### config.mk
export PLATFORM = sky130hd
export DESIGN_NAME = see_host
export DESIGN_NICKNAME = d
export VERILOG_FILES = /design/src/rtl/see_pkg.sv /design/src/rtl/see_frame_fmt.sv /design/src/rtl/see_sk_phase.sv /design/src/rtl/see_host.sv
export SDC_FILE = /design/constraint.sdc
export NUM_CORES = 1
export LEC_CHECK = 0
export ABC_AREA = 1
export BUFFER_PORTS_ARGS = -buffer_cell sky130_fd_sc_hd__buf_2
export CORE_ASPECT_RATIO = 0.6
export CORE_MARGIN = 2
export CORE_UTILIZATION = 50
export CTS_BUF_LIST = sky130_fd_sc_hd__clkbuf_8
export DETAILED_ROUTE_END_ITERATION = 8
export GPL_TIMING_DRIVEN = 0
export HOLD_SLACK_MARGIN = 0.02
export PLACE_DENSITY = 0.7
export SLEW_MARGIN = 5
export SYNTH_ARGS = -nofsm -noshare
export SYNTH_HDL_FRONTEND = slang
export SYNTH_SLANG_ARGS = --single-unit
### constraint.sdc
create_clock -name clk -period 2.2 [get_ports clk]
set_input_delay 0.22 -clock clk [delete_from_list [all_inputs] [get_ports clk]]
set_output_delay 0.22 -clock clk [all_outputs]
set_load 0.02 [all_outputs]
### src/rtl/see_pkg.sv
package see_pkg;

    typedef enum logic [2:0] {
        OP_READ   = 3'd0,
        OP_WRITE  = 3'd1,
        OP_FILL   = 3'd2,
        OP_ERASE  = 3'd3,
        OP_WIPE   = 3'd4,
        OP_UNLOCK = 3'd5,
        OP_LOCK   = 3'd6,
        OP_RSVD   = 3'd7
    } see_op_e;

    typedef enum logic [2:0] {
        S_IDLE  = 3'd0,
        S_SHIFT = 3'd1,
        S_GAP   = 3'd2,
        S_POLL  = 3'd3,
        S_CLR   = 3'd4
    } see_seq_e;

    function automatic logic [1:0] opcode_of(see_op_e op);
        case (op)
            OP_READ:  return 2'b10;
            OP_WRITE: return 2'b01;
            OP_ERASE: return 2'b11;
            default:  return 2'b00;
        endcase
    endfunction

    function automatic logic [1:0] selector_of(see_op_e op);
        case (op)
            OP_UNLOCK: return 2'b11;
            OP_WIPE:   return 2'b10;
            OP_FILL:   return 2'b01;
            default:   return 2'b00;
        endcase
    endfunction

    function automatic logic carries_addr(see_op_e op);
        return (op == OP_READ) || (op == OP_WRITE) || (op == OP_ERASE);
    endfunction

    function automatic logic carries_data(see_op_e op);
        return (op == OP_WRITE) || (op == OP_FILL);
    endfunction

    function automatic logic programs(see_op_e op);
        return (op == OP_WRITE) || (op == OP_FILL) || (op == OP_ERASE) || (op == OP_WIPE);
    endfunction

endpackage

### src/rtl/see_frame_fmt.sv
module see_frame_fmt
    import see_pkg::*;
#(
    parameter int AW = 6,
    parameter int DW = 16,
    parameter int FW = 3 + AW + DW,
    parameter int LW = $clog2(FW + 1)
) (
    input  logic [2:0]    op,
    input  logic [AW-1:0] addr,
    input  logic [DW-1:0] wdata,
    output logic [FW-1:0] frame,
    output logic [LW-1:0] len
);
    see_op_e       kind;
    logic [AW-1:0] afield;
    logic [DW-1:0] dfield;

    always_comb begin
        kind = see_op_e'(op);
        if (carries_addr(kind)) begin
            afield = addr;
        end else begin
            afield = {selector_of(kind), {(AW-2){1'b0}}};
        end
        dfield = carries_data(kind) ? wdata : '0;
        frame  = {1'b1, opcode_of(kind), afield, dfield};
        if (carries_data(kind) || kind == OP_READ) begin
            len = LW'(FW);
        end else begin
            len = LW'(3 + AW);
        end
    end
endmodule

### src/rtl/see_sk_phase.sv
module see_sk_phase #(
    parameter int DIV = 4,
    parameter int CW  = $clog2(DIV + 1)
) (
    input  logic clk,
    input  logic rst_n,
    input  logic run,
    output logic tick
);
    logic [CW-1:0] cnt_d, cnt_q;

    always_comb begin
        tick  = run && (cnt_q == CW'(DIV - 1));
        cnt_d = (!run || tick) ? '0 : cnt_q + 1'b1;
    end

    always_ff @(posedge clk) begin
        if (!rst_n) cnt_q <= '0;
        else        cnt_q <= cnt_d;
    end

    assert_tick_needs_run_R4: assert property (@(posedge clk) disable iff (!rst_n)
        tick |-> run);
    assert_cnt_bound_R4: assert property (@(posedge clk) disable iff (!rst_n)
        cnt_q < CW'(DIV));
endmodule

### src/rtl/see_host.sv
module see_host
    import see_pkg::*;
#(
    parameter bit WIDE16     = 1'b1,
    parameter int CLK_DIV    = 50,
    parameter int CSL_GAP    = 64,
    parameter int POLL_LIMIT = 2_000_000,
    parameter bit AUTO_LOCK  = 1'b1,
    localparam int AW = WIDE16 ? 6 : 7,
    localparam int DW = WIDE16 ? 16 : 8
) (
    input  logic          clk,
    input  logic          rst_n,
    input  logic          cmd_start,
    input  logic [2:0]    cmd_op,
    input  logic [AW-1:0] cmd_addr,
    input  logic [DW-1:0] cmd_wdata,
    output logic          busy,
    output logic          done,
    output logic          err,
    output logic [DW-1:0] rd_data,
    output logic          ee_cs,
    output logic          ee_sk,
    output logic          ee_di,
    input  logic          ee_do
);
    localparam int FW   = 3 + AW + DW;
    localparam int LW   = $clog2(FW + 1);
    localparam int TMAX = (POLL_LIMIT > CSL_GAP) ? POLL_LIMIT : CSL_GAP;
    localparam int TW   = $clog2(TMAX + 1);

    typedef struct packed {
        see_seq_e      st;
        logic          cs;
        logic          sk;
        logic          di;
        logic [FW-1:0] sh;
        logic [LW-1:0] left;
        logic [DW-1:0] rd;
        logic [TW-1:0] tmr;
        logic          is_rd;
        logic          is_prog;
        logic          lock_go;
        logic          done;
        logic          err;
    } regs_t;

    regs_t r_d, r_q;

    logic [2:0]    fmt_op;
    logic [FW-1:0] fmt_frame;
    logic [LW-1:0] fmt_len;
    logic          tick;
    logic          run;
    see_op_e       new_op;

    assign fmt_op = (r_q.st == S_IDLE) ? cmd_op : 3'(OP_LOCK);
    assign run    = (r_q.st == S_SHIFT) || (r_q.st == S_CLR);
    assign new_op = see_op_e'(cmd_op);

    see_frame_fmt #(.AW(AW), .DW(DW), .FW(FW), .LW(LW)) u_fmt (
        .op    (fmt_op),
        .addr  (cmd_addr),
        .wdata (cmd_wdata),
        .frame (fmt_frame),
        .len   (fmt_len)
    );

    see_sk_phase #(.DIV(CLK_DIV)) u_phase (
        .clk   (clk),
        .rst_n (rst_n),
        .run   (run),
        .tick  (tick)
    );

    always_comb begin
        r_d      = r_q;
        r_d.done = 1'b0;
        unique case (r_q.st)
            S_IDLE: begin
                if (cmd_start) begin
                    r_d.st      = S_SHIFT;
                    r_d.cs      = 1'b1;
                    r_d.sk      = 1'b0;
                    r_d.di      = fmt_frame[FW-1];
                    r_d.sh      = fmt_frame << 1;
                    r_d.left    = fmt_len;
                    r_d.is_rd   = (new_op == OP_READ);
                    r_d.is_prog = programs(new_op);
                    r_d.lock_go = 1'b0;
                    r_d.err     = 1'b0;
                    r_d.tmr     = '0;
                end
            end
            S_SHIFT: begin
                if (tick) begin
                    if (!r_q.sk) begin
                        r_d.sk = 1'b1;
                    end else begin
                        r_d.sk = 1'b0;
                        if (r_q.is_rd && r_q.left <= LW'(DW)) begin
                            r_d.rd = {r_q.rd[DW-2:0], ee_do};
                        end
                        if (r_q.left == LW'(1)) begin
                            r_d.cs  = 1'b0;
                            r_d.di  = 1'b0;
                            r_d.tmr = '0;
                            if (r_q.is_prog) begin
                                r_d.st = S_GAP;
                            end else begin
                                r_d.st   = S_IDLE;
                                r_d.done = 1'b1;
                            end
                        end else begin
                            r_d.left = r_q.left - 1'b1;
                            r_d.di   = r_q.sh[FW-1];
                            r_d.sh   = r_q.sh << 1;
                        end
                    end
                end
            end
            S_GAP: begin
                if (r_q.tmr == TW'(CSL_GAP - 1)) begin
                    r_d.tmr = '0;
                    r_d.cs  = 1'b1;
                    if (r_q.lock_go) begin
                        r_d.st      = S_SHIFT;
                        r_d.di      = fmt_frame[FW-1];
                        r_d.sh      = fmt_frame << 1;
                        r_d.left    = fmt_len;
                        r_d.is_rd   = 1'b0;
                        r_d.is_prog = 1'b0;
                        r_d.lock_go = 1'b0;
                    end else begin
                        r_d.st = S_POLL;
                    end
                end else begin
                    r_d.tmr = r_q.tmr + 1'b1;
                end
            end
            S_POLL: begin
                if (ee_do) begin
                    r_d.st = S_CLR;
                    r_d.di = 1'b1;
                end else if (r_q.tmr == TW'(POLL_LIMIT - 1)) begin
                    r_d.cs   = 1'b0;
                    r_d.err  = 1'b1;
                    r_d.st   = S_IDLE;
                    r_d.done = 1'b1;
                end else begin
                    r_d.tmr = r_q.tmr + 1'b1;
                end
            end
            S_CLR: begin
                if (tick) begin
                    if (!r_q.sk) begin
                        r_d.sk = 1'b1;
                    end else begin
                        r_d.sk  = 1'b0;
                        r_d.cs  = 1'b0;
                        r_d.di  = 1'b0;
                        r_d.tmr = '0;
                        if (AUTO_LOCK) begin
                            r_d.st      = S_GAP;
                            r_d.lock_go = 1'b1;
                        end else begin
                            r_d.st   = S_IDLE;
                            r_d.done = 1'b1;
                        end
                    end
                end
            end
            default: r_d.st = S_IDLE;
        endcase
    end

    always_ff @(posedge clk) begin
        if (!rst_n) r_q <= '0;
        else        r_q <= r_d;
    end

    assign busy    = (r_q.st != S_IDLE);
    assign done    = r_q.done;
    assign err     = r_q.err;
    assign rd_data = r_q.rd;
    assign ee_cs   = r_q.cs;
    assign ee_sk   = r_q.sk;
    assign ee_di   = r_q.di;

    assert_cs_rise_sk_low_R3: assert property (@(posedge clk) disable iff (!rst_n)
        $rose(ee_cs) |-> !ee_sk);
    assert_sk_needs_cs_R3: assert property (@(posedge clk) disable iff (!rst_n)
        ee_sk |-> ee_cs);
    assert_di_stable_R4: assert property (@(posedge clk) disable iff (!rst_n)
        (ee_sk && $past(ee_sk)) |-> $stable(ee_di));
    assert_done_pulse_R10: assert property (@(posedge clk) disable iff (!rst_n)
        done |=> !done);
    assert_err_at_done_R9: assert property (@(posedge clk) disable iff (!rst_n)
        $rose(err) |-> done);
    assert_idle_after_done_R10: assert property (@(posedge clk) disable iff (!rst_n)
        done |-> !busy);
endmodule

# Word level (Yosys, flattened, before mapping)
# Index checks and enable logic that the tools add are counted.
# Widths: inputs -> output; s select.
# classes
addsub	3
magnitude_cmp	1
eq_ne	31
mux	55
bitwise_logic	1
reduce_logical	33
# op_table
op	count
$mux 21	6
$pmux 21 s5	1
$pmux 30 s3	1
$mux 73	1
$mux 68	1
$mux 31	2
$mux 36	1
$mux 16	2
$mux 30	1
$mux 24	1
$ne 2x2->1 const B	12
$add 21x1->21 const B	1
$eq 21x21->1 const B	1
$eq 21x6->1 const B	1
$mux 4	5
$eq 3x2->1 const B	6
$reduce_and 9->1	2
$reduce_and 4->1	4
$pmux 3 s5	1
$eq 3x3->1 const B	4
$mux 2	6
$mux 3	4
$mux 6	2
$pmux 2 s3	2
other kinds (27)	56
# totals
reg_bits	84
in_bits	29
word_cells	138

# Longest topological paths before layout
# Gate-level depths: netlist of run 1.
# depth
depth_word	9
mapped_depth	13
ltp_nobuf	13

# Modules after synthesis
# A second synthesis of run 1 with hierarchy kept.
# hier_totals
hier_cells	772
hier_area_um2	5148.7
# by_module_without_submodules
module	n_inst	cells_per_inst	area_per_inst_um2	seq_area_each_um2
see_host	1	669	4476.8	1541.5
see_frame_fmt	1	67	370.4	0.0
see_sk_phase	1	36	301.5	120.1

# Worst setup path after synthesis of run 1
# OpenSTA, ideal clock, no wires.
# synth_path
kind	reg-to-reg
from	register r_q[5] in the netlist's numbering
to	register r_q[46] in the netlist's numbering
setup_time_ps	113
arrival_ps	1633
required_time_ps	2087
setup_slack_ps	455
path_stages_with_launch	11
n_path_buf	2
synth_period_minus_slack_ps	1745
path_cell_list	dfxtp_1 -> ha_1 -> nand3_1 -> nor2_1 -> nand3_2 -> nand2_2 -> nand3_2 -> buf_6 -> buf_4 -> nor2_1 -> nor2_1
# synth_between
elab_chain_len	3
# synth_lines
item	line_no	rtl
from (decl)	see_host.sv:48	regs_t r_d, r_q;
from (signal assigned)	see_host.sv:179	else r_q <= r_d;
$eq 21x6->1	see_host.sv:123	if (r_q.tmr == TW'(CSL_GAP - 1)) begin
$ne 2x2->1 (no source line)	--	
$reduce_and 7->1 (no source line)	--	
# No other way between the ends.
# A chain may end at the register's enable or synchronous reset.

# Worst setup path after layout of run 1
# layout_path
from	register r_q[6] in the netlist's numbering
to	register r_q[59] in the netlist's numbering
# Same word-level chain as after synthesis.

==> summary.txt, run 1 <==
Routing
  • Routed via count divided by cell count: about 5.0
  • Detailed-route wire length: about 12 mm
  • Initial DRC Count: about 430
  • Remaining antenna violation count: 0
  • Vias: between 4000 and 5000
  • Routed len/inst: between 10 and 15 µm
  • DRC viols: 0
  • Iteration count of the initial detailed-routing pass: 5

Power and ir drop
  • Highest ir drop seen on vdd: around 0.46 mV
  • Static leakage: around 2.5 nW
  • Total power density per cell area: 1130 nW/µm²

Min path
  • Hold worst-path end: r_q[48]
  • Type of the most critical hold path: in -> reg
  • Launch instance of the worst min-delay path: cmd_wdata[0]
  • Worst hold path depth: 3

Critical path
  • Required time reported for the critical path endpoint: 2.45 ns
  • Launching element type of the critical path: register
  • Cell with the largest stage delay on the worst path: dfxtp_1
  • Count of buffer and inverter cells on the critical path: 2
  • Cell family with the largest share of critical-path delay: simple AND/OR/NAND/NOR gates
  • Worst reg-to-reg path cell count: 10
  • Type of the worst setup path: reg -> reg
  • Cells traversed along the worst timing path: ha_2 > nand3_1 > nor2_2 > nand3_2 > nand2_2 > nand3_2 > buf_6 > buf_4 > nor2_1 > nor2_1
  • Largest fanout on the critical path: 10
  • Reg2reg end: r_q[59]
  • Startpoint of the lowest-slack register-to-register path: r_q[6]
  • Biggest cell delay along the critical path: just under 0.4 ns
  • Critical Path Start: r_q[6]
  • Crit end category: register
  • Slack of the worst reg-to-reg path: 0.17 ns
  • Arr. time, crit path: 2.28 ns

Floorplanning
  • IO Pins: between 50 and 60
  • Placement Rows: 27
  • Height of the die: around 80 µm
  • Placeable core region: ~9200 µm²
  • DIE AREA: between 10000 and 15000 µm²
  • Width of the chip: 130 µm
  • Starting density of the core: 0.518

Timing
  • Worst clock skew on the final layout: around 0.012 ns
  • Ratio of final minimum period to clock period: 0.921
  • Final TNS setup: 0 ns
  • Max-slew violation count: 0
  • Upper clock frequency limit: 0.493 GHz
  • Worst slew margin relative to its limit: 0.591
  • Slew at the pin with the worst max-slew slack: 0.609 ns
  • Tmin final: approximately 2.0 ns
  • Setup violators final: 0
  • Final-report hold violation count: 0
  • RSZ-0062 raised after global routing: false

Global route
  • First-pass GRT wire length: ~20 mm
  • Antenna violations before repair: 0
  • Overall track demand over capacity in global routing: 0.245
  • Global route overflow: 0
  • Pin count of the biggest net entering global routing: 15
  • Via count of the first global-routing pass: ~4100

Layout
  • Ant diodes: 0
  • Net count reported at finish: 854
  • Synthesis-to-finish area growth: 14.0%
  • Layout cells sized above 1: 0.157
  • Finished Layout Cells: 953

Clock network
  • Post-cts hold buffer count: 0
  • Total clock sinks: between 80 and 90
  • Buffer depth of the longest clock path: 2
  • Clock transition time at the flip-flop clock pins of the worst setup and hold paths: around 0.090 ns
  • Number of CTS-inserted buffers: 9
  • TritonCTS clock tree: done
  • Number of H-tree levels: 3
  • Cell at the root of the clock tree: clkbuf_8
  • Clock insertion delay at the later pin of the skew report: around 0.36 ns

Yosys
  • Cell type with the largest total area after synthesis: dfxtp_1
  • Number of synthesized flops with an enable pin: 0
  • Mapped Cells: roughly 760
  • Syn nets: 790
  • Number of distinct library cell variants in the gate-level netlist after synthesis: 34
  • Synth top area share: 0.348
  • Proportion of register bits with asynchronous set or reset after synthesis: 0
  • Synthesis Warnings: 0
  • Most repeated cell in the gate-level netlist after synthesis: nand2_1
  • Synthesis-stage register bit count: 83
  • Share of synthesized area occupied by flip-flops and latches: 0.348
  • Leading cell types by total area after synthesis: dfxtp_1 35%, nand2_1 17%, nor2_1 9.4%
  • Ys flop type: dfxtp_1
  • Cell Area, Synth: between 4000 and 5000 µm²
  • Post-Syn Area per Cell: between 6 and 7 µm²
  • Synth top cells by count: 211 x nand2_1, 120 x nor2_1, 88 x inv_1

Placement
  • Number of instances in the placed design: between 900 and 1000
  • Final Wtd Congestion: 1.03
  • DP Wirelength: 9.29 mm
  • Input/output buffers: between 40 and 50

Status
  • Status: completed

Run
  • Number of maximum-capacitance violations: 0
-- cell families (layout without fill, tap and decap cells) --
logic type               Yosys count  in the layout  share of synthesized area
flip-flops                        83             83                      0.348
adder cells (fa/ha/maj)            6              6                     0.0157
AND/OR/NAND/NOR                  395            395                      0.347
XOR/XNOR                          17             17                     0.0312
AO/OA/AOI/OAI                    118            118                      0.126
buffers and inverters            136            204                      0.133
-- metrics by stage --
step           total power [mW]  setup WS [ns]   util  hold slack, ns  cell area [µm²]
2_1_floorplan              4.21          0.455      -           0.361             4780
3_3_place_gp               4.79         0.0317  0.562           0.448             5190
3_5_place_dp               4.87         0.0118  0.562           0.453             5190
4_1_cts                    6.13         0.0329  0.587          0.0786             5410
5_1_grt                    6.72         0.0174  0.591          0.0915             5450
6_report                   6.18          0.174  0.591          0.0876             5450
-- worst max path at each step --
stage              end  slack [ns]  depth (start not counted)
6_report       r_q[59]        0.17                         10
5_1_grt        r_q[12]        0.02                         13
4_1_cts        r_q[59]        0.03                         10
3_5_place_dp   r_q[59]        0.01                         10
3_3_place_gp   r_q[59]        0.03                         10
2_1_floorplan  r_q[46]        0.45                         10
-- flip-flops by register name, summed over array words and instances, names as in the netlist --
signal and flops:
rd_data 16, ee_cs 1, err 1, done 1, ee_sk 1, ee_di 1, u_phase.cnt_q 6, r_q 56
-- power breakdown --
group	leakage [nW]	internal, mW	switching, mW	total, mW
sequential	0.676	1.84	0.152	1.99
clock	0.109	0.673	0.584	1.26
combinational	1.70	0.986	1.94	2.93
total	2.49	3.50	2.68	6.18
-- routing by layer --
| metal | track usage | part of all wire | wire length, µm | vias to the layer above |
|---|---|---|---|---|
| met5 | 0 | 0 | 0 | - |
| met4 | 0.0473 | 0.0070 | 85 | 0 |
| met3 | 0.0744 | 0.092 | 1120 | 8 |
| met2 | 0.327 | 0.38 | 4640 | 194 |
| met1 | 0.381 | 0.52 | 6320 | 2063 |
| li1 | - | - | - | 2461 |
-- final cells by class --
type | instances | area (µm²)
Buffer | 43 | 288
Clock buffer | 10 | 138
Clock inverter | 5 | 85.1
Fill cell | 909 | 3770
Inverter | 93 | 349
Multi-Input combinational cell | 536 | 2490
Sequential cell | 83 | 1660
Tap cell | 130 | 163
Timing Repair Buffer | 53 | 275
-- tightest hold or removal path: cells and delay by family --
family / cells / cell delay (ns)
AOI/OAI and AO/OA: 1 / 0.05
buffers and inverters: 1 / 0.08
and+or+nand+nor: 1 / 0.07
-- cells in the final DEF (no fill, tap or decap), types with 4 or more instances in the layout --
master      n
inv_2       4
nor2_1    119
clkbuf_8   10
ha_1        5
nor3_1      6
o21ai_0    51
dfxtp_1    81
nand3_1    29
buf_4      23
buf_6       6
nand2_2     5
nor2_2      5
xor2_1     15
a21oi_1    61
clkbuf_1    8
buf_2      56
nand2_1   211
nand3_2     4
inv_1      88
nand4_1     6
-- repair_timing --
item                                    4_1_cts  5_1_grt
resized for setup                             1        6
setup buffers                                 0        4
endpoints found under the setup margin        1       37
pin swaps                                     0        2
(Power assumes the default switching activity.)
==> inputs of run 2 (changes only) <==
Settings changed: ABC_AREA 1 to default.
==> summary.txt, run 2 <==
Yosys
  • Share of synthesized area occupied by flip-flops and latches: 0.371
  • Synth top cells by count: 83 x dfxtp_1, 49 x nand2_1, 37 x nor2_1
  • Cell Area, Synth: between 4000 and 5000 µm²
  • Ys flop type: dfxtp_1
  • Number of distinct library cell variants in the gate-level netlist after synthesis: slightly above 70
  • Leading cell types by total area after synthesis: dfxtp_1 37%, o211a_1 5.6%, nand2_1 4.1%
  • Mapped Cells: 507
  • Synthesis Warnings: 0
  • Synth top area share: 0.371
  • Syn nets: ~540
  • Cell type with the largest total area after synthesis: dfxtp_1
  • Number of synthesized flops with an enable pin: 0
  • Post-Syn Area per Cell: 8.83 µm²
  • Proportion of register bits with asynchronous set or reset after synthesis: 0
  • Synthesis-stage register bit count: 83
  • Most repeated cell in the gate-level netlist after synthesis: dfxtp_1

Timing
  • Setup violators final: 29
  • Final-report hold violation count: 0
  • Crit path setup slack, layout: -0.0586 ns
  • Ratio of final minimum period to clock period: 1.03
  • Tmin final: ~2.3 ns
  • Slew at the pin with the worst max-slew slack: roughly 0.74 ns
  • Max-slew violation count: 0
  • Upper clock frequency limit: about 0.44 GHz
  • Hold slack: around 0.12 ns
  • RSZ-0062 raised after global routing: true
  • Worst slew margin relative to its limit: 0.501
  • Worst clock skew on the final layout: ~0.0092 ns

Floorplanning
  • Height of the die: roughly 77 µm
  • Starting density of the core: 0.521
  • Width of the chip: 126 µm
  • DIE AREA: just under 10000 µm²
  • Placeable core region: ~8600 µm²
  • IO Pins: approximately 50
  • Placement Rows: 26

Layout
  • Net count reported at finish: between 600 and 700
  • Register name with the most flops: r_q
  • Most common cell after layout, fill and taps aside: dfxtp_1
  • Number of flip-flops in the largest register: 56
  • Filler Cells Inserted: between 700 and 800
  • Synthesis-to-finish area growth: 25.5%
  • Ant diodes: 0
  • Layout cells sized above 1: 0.307
  • Most frequent cells in the layout: 73 x dfxtp_1, 50 x buf_2, 44 x nand2_1

Routing
  • Routed len/inst: 17.4 µm
  • Remaining antenna violation count: 0
  • DRC viols: 0
  • Vias: between 4000 and 5000
  • Iteration count of the initial detailed-routing pass: 5
  • Routed via count divided by cell count: 5.97
  • Initial DRC Count: between 300 and 400
  • Detailed-route wire length: approximately 12 mm

Global route
  • Via count of the first global-routing pass: about 3800
  • First-pass GRT wire length: 19.5 mm
  • Global route overflow: 0
  • Overall track demand over capacity in global routing: 0.248
  • Antenna violations before repair: 0
  • Pin count of the biggest net entering global routing: 15

Run
  • Number of maximum-capacitance violations: 0

Clock network
  • TritonCTS clock tree: done
  • Buffer depth of the longest clock path: 2
  • Number of CTS-inserted buffers: 9
  • Number of H-tree levels: 3
  • Cell at the root of the clock tree: clkbuf_8
  • Clock insertion delay at the later pin of the skew report: 0.36 ns
  • Clock transition time at the flip-flop clock pins of the worst setup and hold paths: roughly 0.090 ns
  • Total clock sinks: 83

Status
  • Violated checks: negative setup slack
  • Status: complete, but fails checks

Power and ir drop
  • Highest ir drop seen on vdd: ~0.35 mV
  • Reg power frac: 0.467
  • Total internal power: 2.53 mW
  • Part of the power in combinational logic: 0.146
  • Share of total power consumed by net switching: 0.260
  • Proportion of power drawn by the clock network: 0.387
  • Power dissipated by switching net loads: ~0.89 mW
  • Total power: 3.43 mW
  • Static leakage: 2.40 nW
  • Total power density per cell area: roughly 610 nW/µm²

Placement
  • Final Wtd Congestion: 0.915
  • Worst slack at placement: -0.309 ns
  • DP Wirelength: between 8 and 9 mm
  • Input/output buffers: between 40 and 50

Critical path
  • Arr. time, crit path: 2.52 ns
  • Crit end category: register
  • Launching element type of the critical path: register
  • Largest fanout on the critical path: 7
  • Type of the worst setup path: reg -> reg
  • Required time reported for the critical path endpoint: about 2.5 ns

Min path
  • Type of the most critical hold path: in -> reg
run 2: power groups by stage:
stage               Combinational [mW]  Clock [mW]  Sequential [mW]
floorplan                        0.274           0             1.63
global placement                 0.388           0             1.63
CTS                              0.437        1.35             1.60
global route                     0.543        1.43             1.61
detailed placement               0.399           0             1.63
finish                           0.501        1.33             1.60
run 2: kinds of logic (layout without fill, tap and decap cells):
| logic type | Yosys count | in the layout | share of synthesized area |
|---|---|---|---|
| simple gates | 198 | 198 | 0.247 |
| fa+ha+maj | 7 | 7 | 0.0190 |
| mux | 18 | 18 | 0.0403 |
| compound gates | 139 | 139 | 0.240 |
| flops | 83 | 83 | 0.371 |
| buf+inv | 58 | 140 | 0.0755 |
| xor+xnor | 4 | 4 | 0.00783 |
run 2: final timing paths:
check                        start          endpoint  slack [ns]  cells after the start
setup reg to reg           r_q[17]           r_q[64]       -0.06                      9
hold / removal        cmd_wdata[0]           r_q[48]        0.12                      3
setup / recovery           r_q[17]           r_q[64]       -0.06                      9
hold reg to reg   u_phase.cnt_q[0]  u_phase.cnt_q[0]        0.45                      1
run 2: worst max-delay path: stages (launching register included):
cell and delay [ns]:
dfxtp_4 0.38, nor4_4 0.28, nand4_1 0.24, o31a_1 0.35, a2111oi_4 0.29, buf_6 0.17, buf_8 0.13, buf_8 0.12
nand2_2 0.05, o211a_1 0.14
run 2: through the flow:
| stage | std cells | cell area, µm² | TNS, ns | util |
|---|---|---|---|---|
| 2_1_floorplan | 507 | 4480 | 0 | - |
| 3_3_place_gp | 667 | 4860 | -12.15 | 0.565 |
| 3_5_place_dp | 667 | 4860 | -14.57 | 0.565 |
| 4_1_cts | 692 | 5310 | -0.360 | 0.618 |
| 5_1_grt | 701 | 5620 | -4.75 | 0.654 |
| 6_report | 701 | 5620 | -0.893 | 0.654 |
run 2: final cells by class:
type / count / area (µm²) / area share
Sequential cell: 83 / 1680 / 0.300
Buffer: 47 / 363 / 0.0646
Clock inverter: 7 / 118 / 0.0209
Timing Repair Buffer: 69 / 457 / 0.0813
Tap cell: 112 / 140 / 0.0249
Inverter: 8 / 33.8 / 0.00601
Multi-Input combinational cell: 366 / 2700 / 0.480
Clock buffer: 9 / 124 / 0.0221
run 2: metal layers:
layer | up-vias | wire length, µm | GRT usage | part of all wire
met5 | - | 0 | 0 | 0
met4 | 0 | 123 | 0.0736 | 0.010
met3 | 14 | 1120 | 0.0809 | 0.092
met2 | 174 | 5050 | 0.338 | 0.41
met1 | 1983 | 5900 | 0.367 | 0.48
li1 | 2017 | - | - | -
run 2: what timing repair did:
action | in CTS | in global routing
hold buffers | 0 | 0
gates cloned | 1 | 3
pin swaps | 12 | 14
setup endpoints to repair | 71 | 68
gates resized for setup | 43 | 61
hold endpoints to repair | 0 | 0
setup buffers | 10 | 8
==> inputs of run 3 (changes only) <==
Settings changed: CORE_ASPECT_RATIO 0.6 to 1.75.
==> summary.txt, run 3 (synthesis results as in run 2) <==
Status
  • Status: complete, but fails checks
  • Violated checks: negative setup slack

Routing
  • Routed len/inst: roughly 17 µm
  • Initial DRC Count: between 300 and 400
  • Iteration count of the initial detailed-routing pass: 6
  • Remaining antenna violation count: 0
  • Routed via count divided by cell count: between 5 and 6
  • Detailed-route wire length: 12.2 mm
  • DRC viols: 0
  • Vias: about 4300

Critical path
  • Cells traversed along the worst timing path: nor4_1 > nand4_1 > o31a_1 > a2111oi_4 > buf_4 > buf_6 > buf_4 > nand2_1 > o211a_1
  • Crit end category: register
  • Cell family with the largest share of critical-path delay: compound AO/OA/AOI/OAI gates
  • Arr. time, crit path: roughly 2.5 ns
  • Required time reported for the critical path endpoint: ~2.5 ns
  • Biggest cell delay along the critical path: between 0.3 and 0.4 ns
  • Count of buffer and inverter cells on the critical path: 3
  • Type of the worst setup path: reg -> reg
  • Launching element type of the critical path: register
  • Largest fanout on the critical path: 6
  • Cell with the largest stage delay on the worst path: o31a_1
  • Crit-path most repeated cell: buf_4

Placement
  • Placed instance area: ~4900 µm²
  • DP Wirelength: 8.32 mm
  • Input/output buffers: 48
  • Number of instances in the placed design: between 600 and 700
  • Final Wtd Congestion: around 0.92

Layout
  • Layout cells sized above 1: 0.321
  • Finished Layout Cells: around 700
  • Net count reported at finish: between 600 and 700
  • Final design area excluding fillers: ~5600 µm²
  • Ant diodes: 0
  • Register name with the most flops: r_q
  • Filler Cells Inserted: 747
  • Most common cell after layout, fill and taps aside: dfxtp_1
  • Most frequent cells in the layout: 73 x dfxtp_1, 52 x buf_4, 51 x buf_2
  • Synthesis-to-finish area growth: 26.0%
  • Number of flip-flops in the largest register: 56

Power and ir drop
  • Highest ir drop seen on vdd: roughly 0.50 mV
  • Total power: approximately 3.3 mW
  • Static leakage: 2.45 nW
  • Total power density per cell area: 586 nW/µm²

Clock network
  • Post-cts hold buffer count: 0
  • Number of CTS-inserted buffers: 9
  • Cell at the root of the clock tree: clkbuf_8
  • Clock insertion delay at the later pin of the skew report: about 0.37 ns
  • Total clock sinks: 83
  • TritonCTS clock tree: done
  • Buffer depth of the longest clock path: 2
  • Number of H-tree levels: 3
  • Clock transition time at the flip-flop clock pins of the worst setup and hold paths: about 0.08 ns

Floorplanning
  • DIE AREA: a little under 10000 µm²
  • Placement Rows: between 40 and 50
  • Width of the chip: 75.5 µm
  • Starting density of the core: 0.516
  • IO Pins: 51
  • Height of the die: between 100 and 150 µm
  • Placeable core region: a little under 9000 µm²

Timing
  • Final-report hold violation count: 0
  • Worst slew margin relative to its limit: 0.546
  • Crit path setup slack, layout: -0.0471 ns
  • Worst clock skew on the final layout: 0.0101 ns
  • Max-slew violation count: 0
  • Hold slack: 0.104 ns
  • Slew at the pin with the worst max-slew slack: a little under 0.7 ns
  • Setup violators final: 26
  • Tmin final: between 2 and 2.5 ns
  • Ratio of final minimum period to clock period: 1.02
  • Final TNS setup: -0.572 ns
  • RSZ-0062 raised after global routing: true
  • Upper clock frequency limit: roughly 0.45 GHz

Global route
  • Overall track demand over capacity in global routing: 0.254
  • Pin count of the biggest net entering global routing: 14
  • First-pass GRT wire length: around 19 mm
  • Antenna violations before repair: 0
  • Global route overflow: 0
  • Via count of the first global-routing pass: between 4000 and 5000

Min path
  • Type of the most critical hold path: in -> reg

Run
  • Number of maximum-capacitance violations: 0
[run 3: what timing repair did]
item | 4_1_cts | 5_1_grt
setup endpoints to repair | 72 | 76
gates resized for setup | 48 | 42
buffers inserted | 24 | 9
pin swaps | 16 | 16
gates cloned | 2 | 1
[run 3: final timing paths]
kind                              startpoint  endpoint  slack, ns  depth (start not counted)
worst max-delay path                 r_q[25]   r_q[67]      -0.05                          9
worst min-delay path            cmd_wdata[0]   r_q[48]       0.10                          3
worst max register to register       r_q[25]   r_q[67]      -0.05                          9
worst min register to register         ee_cs     ee_cs       0.46                          2
[run 3: layout make-up]
| cell class | instances | area (µm²) | area share |
|---|---|---|---|
| plain buffers | 48 | 355 | 0.0630 |
| inverters | 8 | 30.0 | 0.00533 |
| clock buffers | 10 | 138 | 0.0244 |
| flip-flops and latches | 83 | 1680 | 0.299 |
| clock inverters | 5 | 77.6 | 0.0138 |
| repair buffers | 84 | 529 | 0.0939 |
| well taps | 117 | 146 | 0.0260 |
| multi-input cells | 366 | 2680 | 0.475 |
[run 3: where the power goes]
group	internal, mW	leakage, nW	switching, mW
registers	1.56	0.681	0.0421
logic	0.214	1.66	0.263
clock network	0.660	0.108	0.566
[run 3: tightest hold or removal path, stage by stage]
cell	delay, ns
buf_2	0.08
nand4_1	0.06
o21ai_1	0.08
[run 3: metrics by stage]
step | util | setup slack [ns]
6_report | 0.650 | -0.0471
5_1_grt | 0.650 | -0.159
4_1_cts | 0.626 | -0.0960
3_5_place_dp | 0.561 | -0.328
3_3_place_gp | 0.561 | -0.295
2_1_floorplan | - | 0.0256
[run 3: layer usage]
layer | share of wire | up-vias | track usage
met2 | 0.53 | 176 | 0.445
met3 | 0.046 | 60 | 0.0412
met4 | 0.062 | 0 | 0.188
met5 | 0 | - | 0
li1 | - | 2035 | -
met1 | 0.36 | 2025 | 0.259
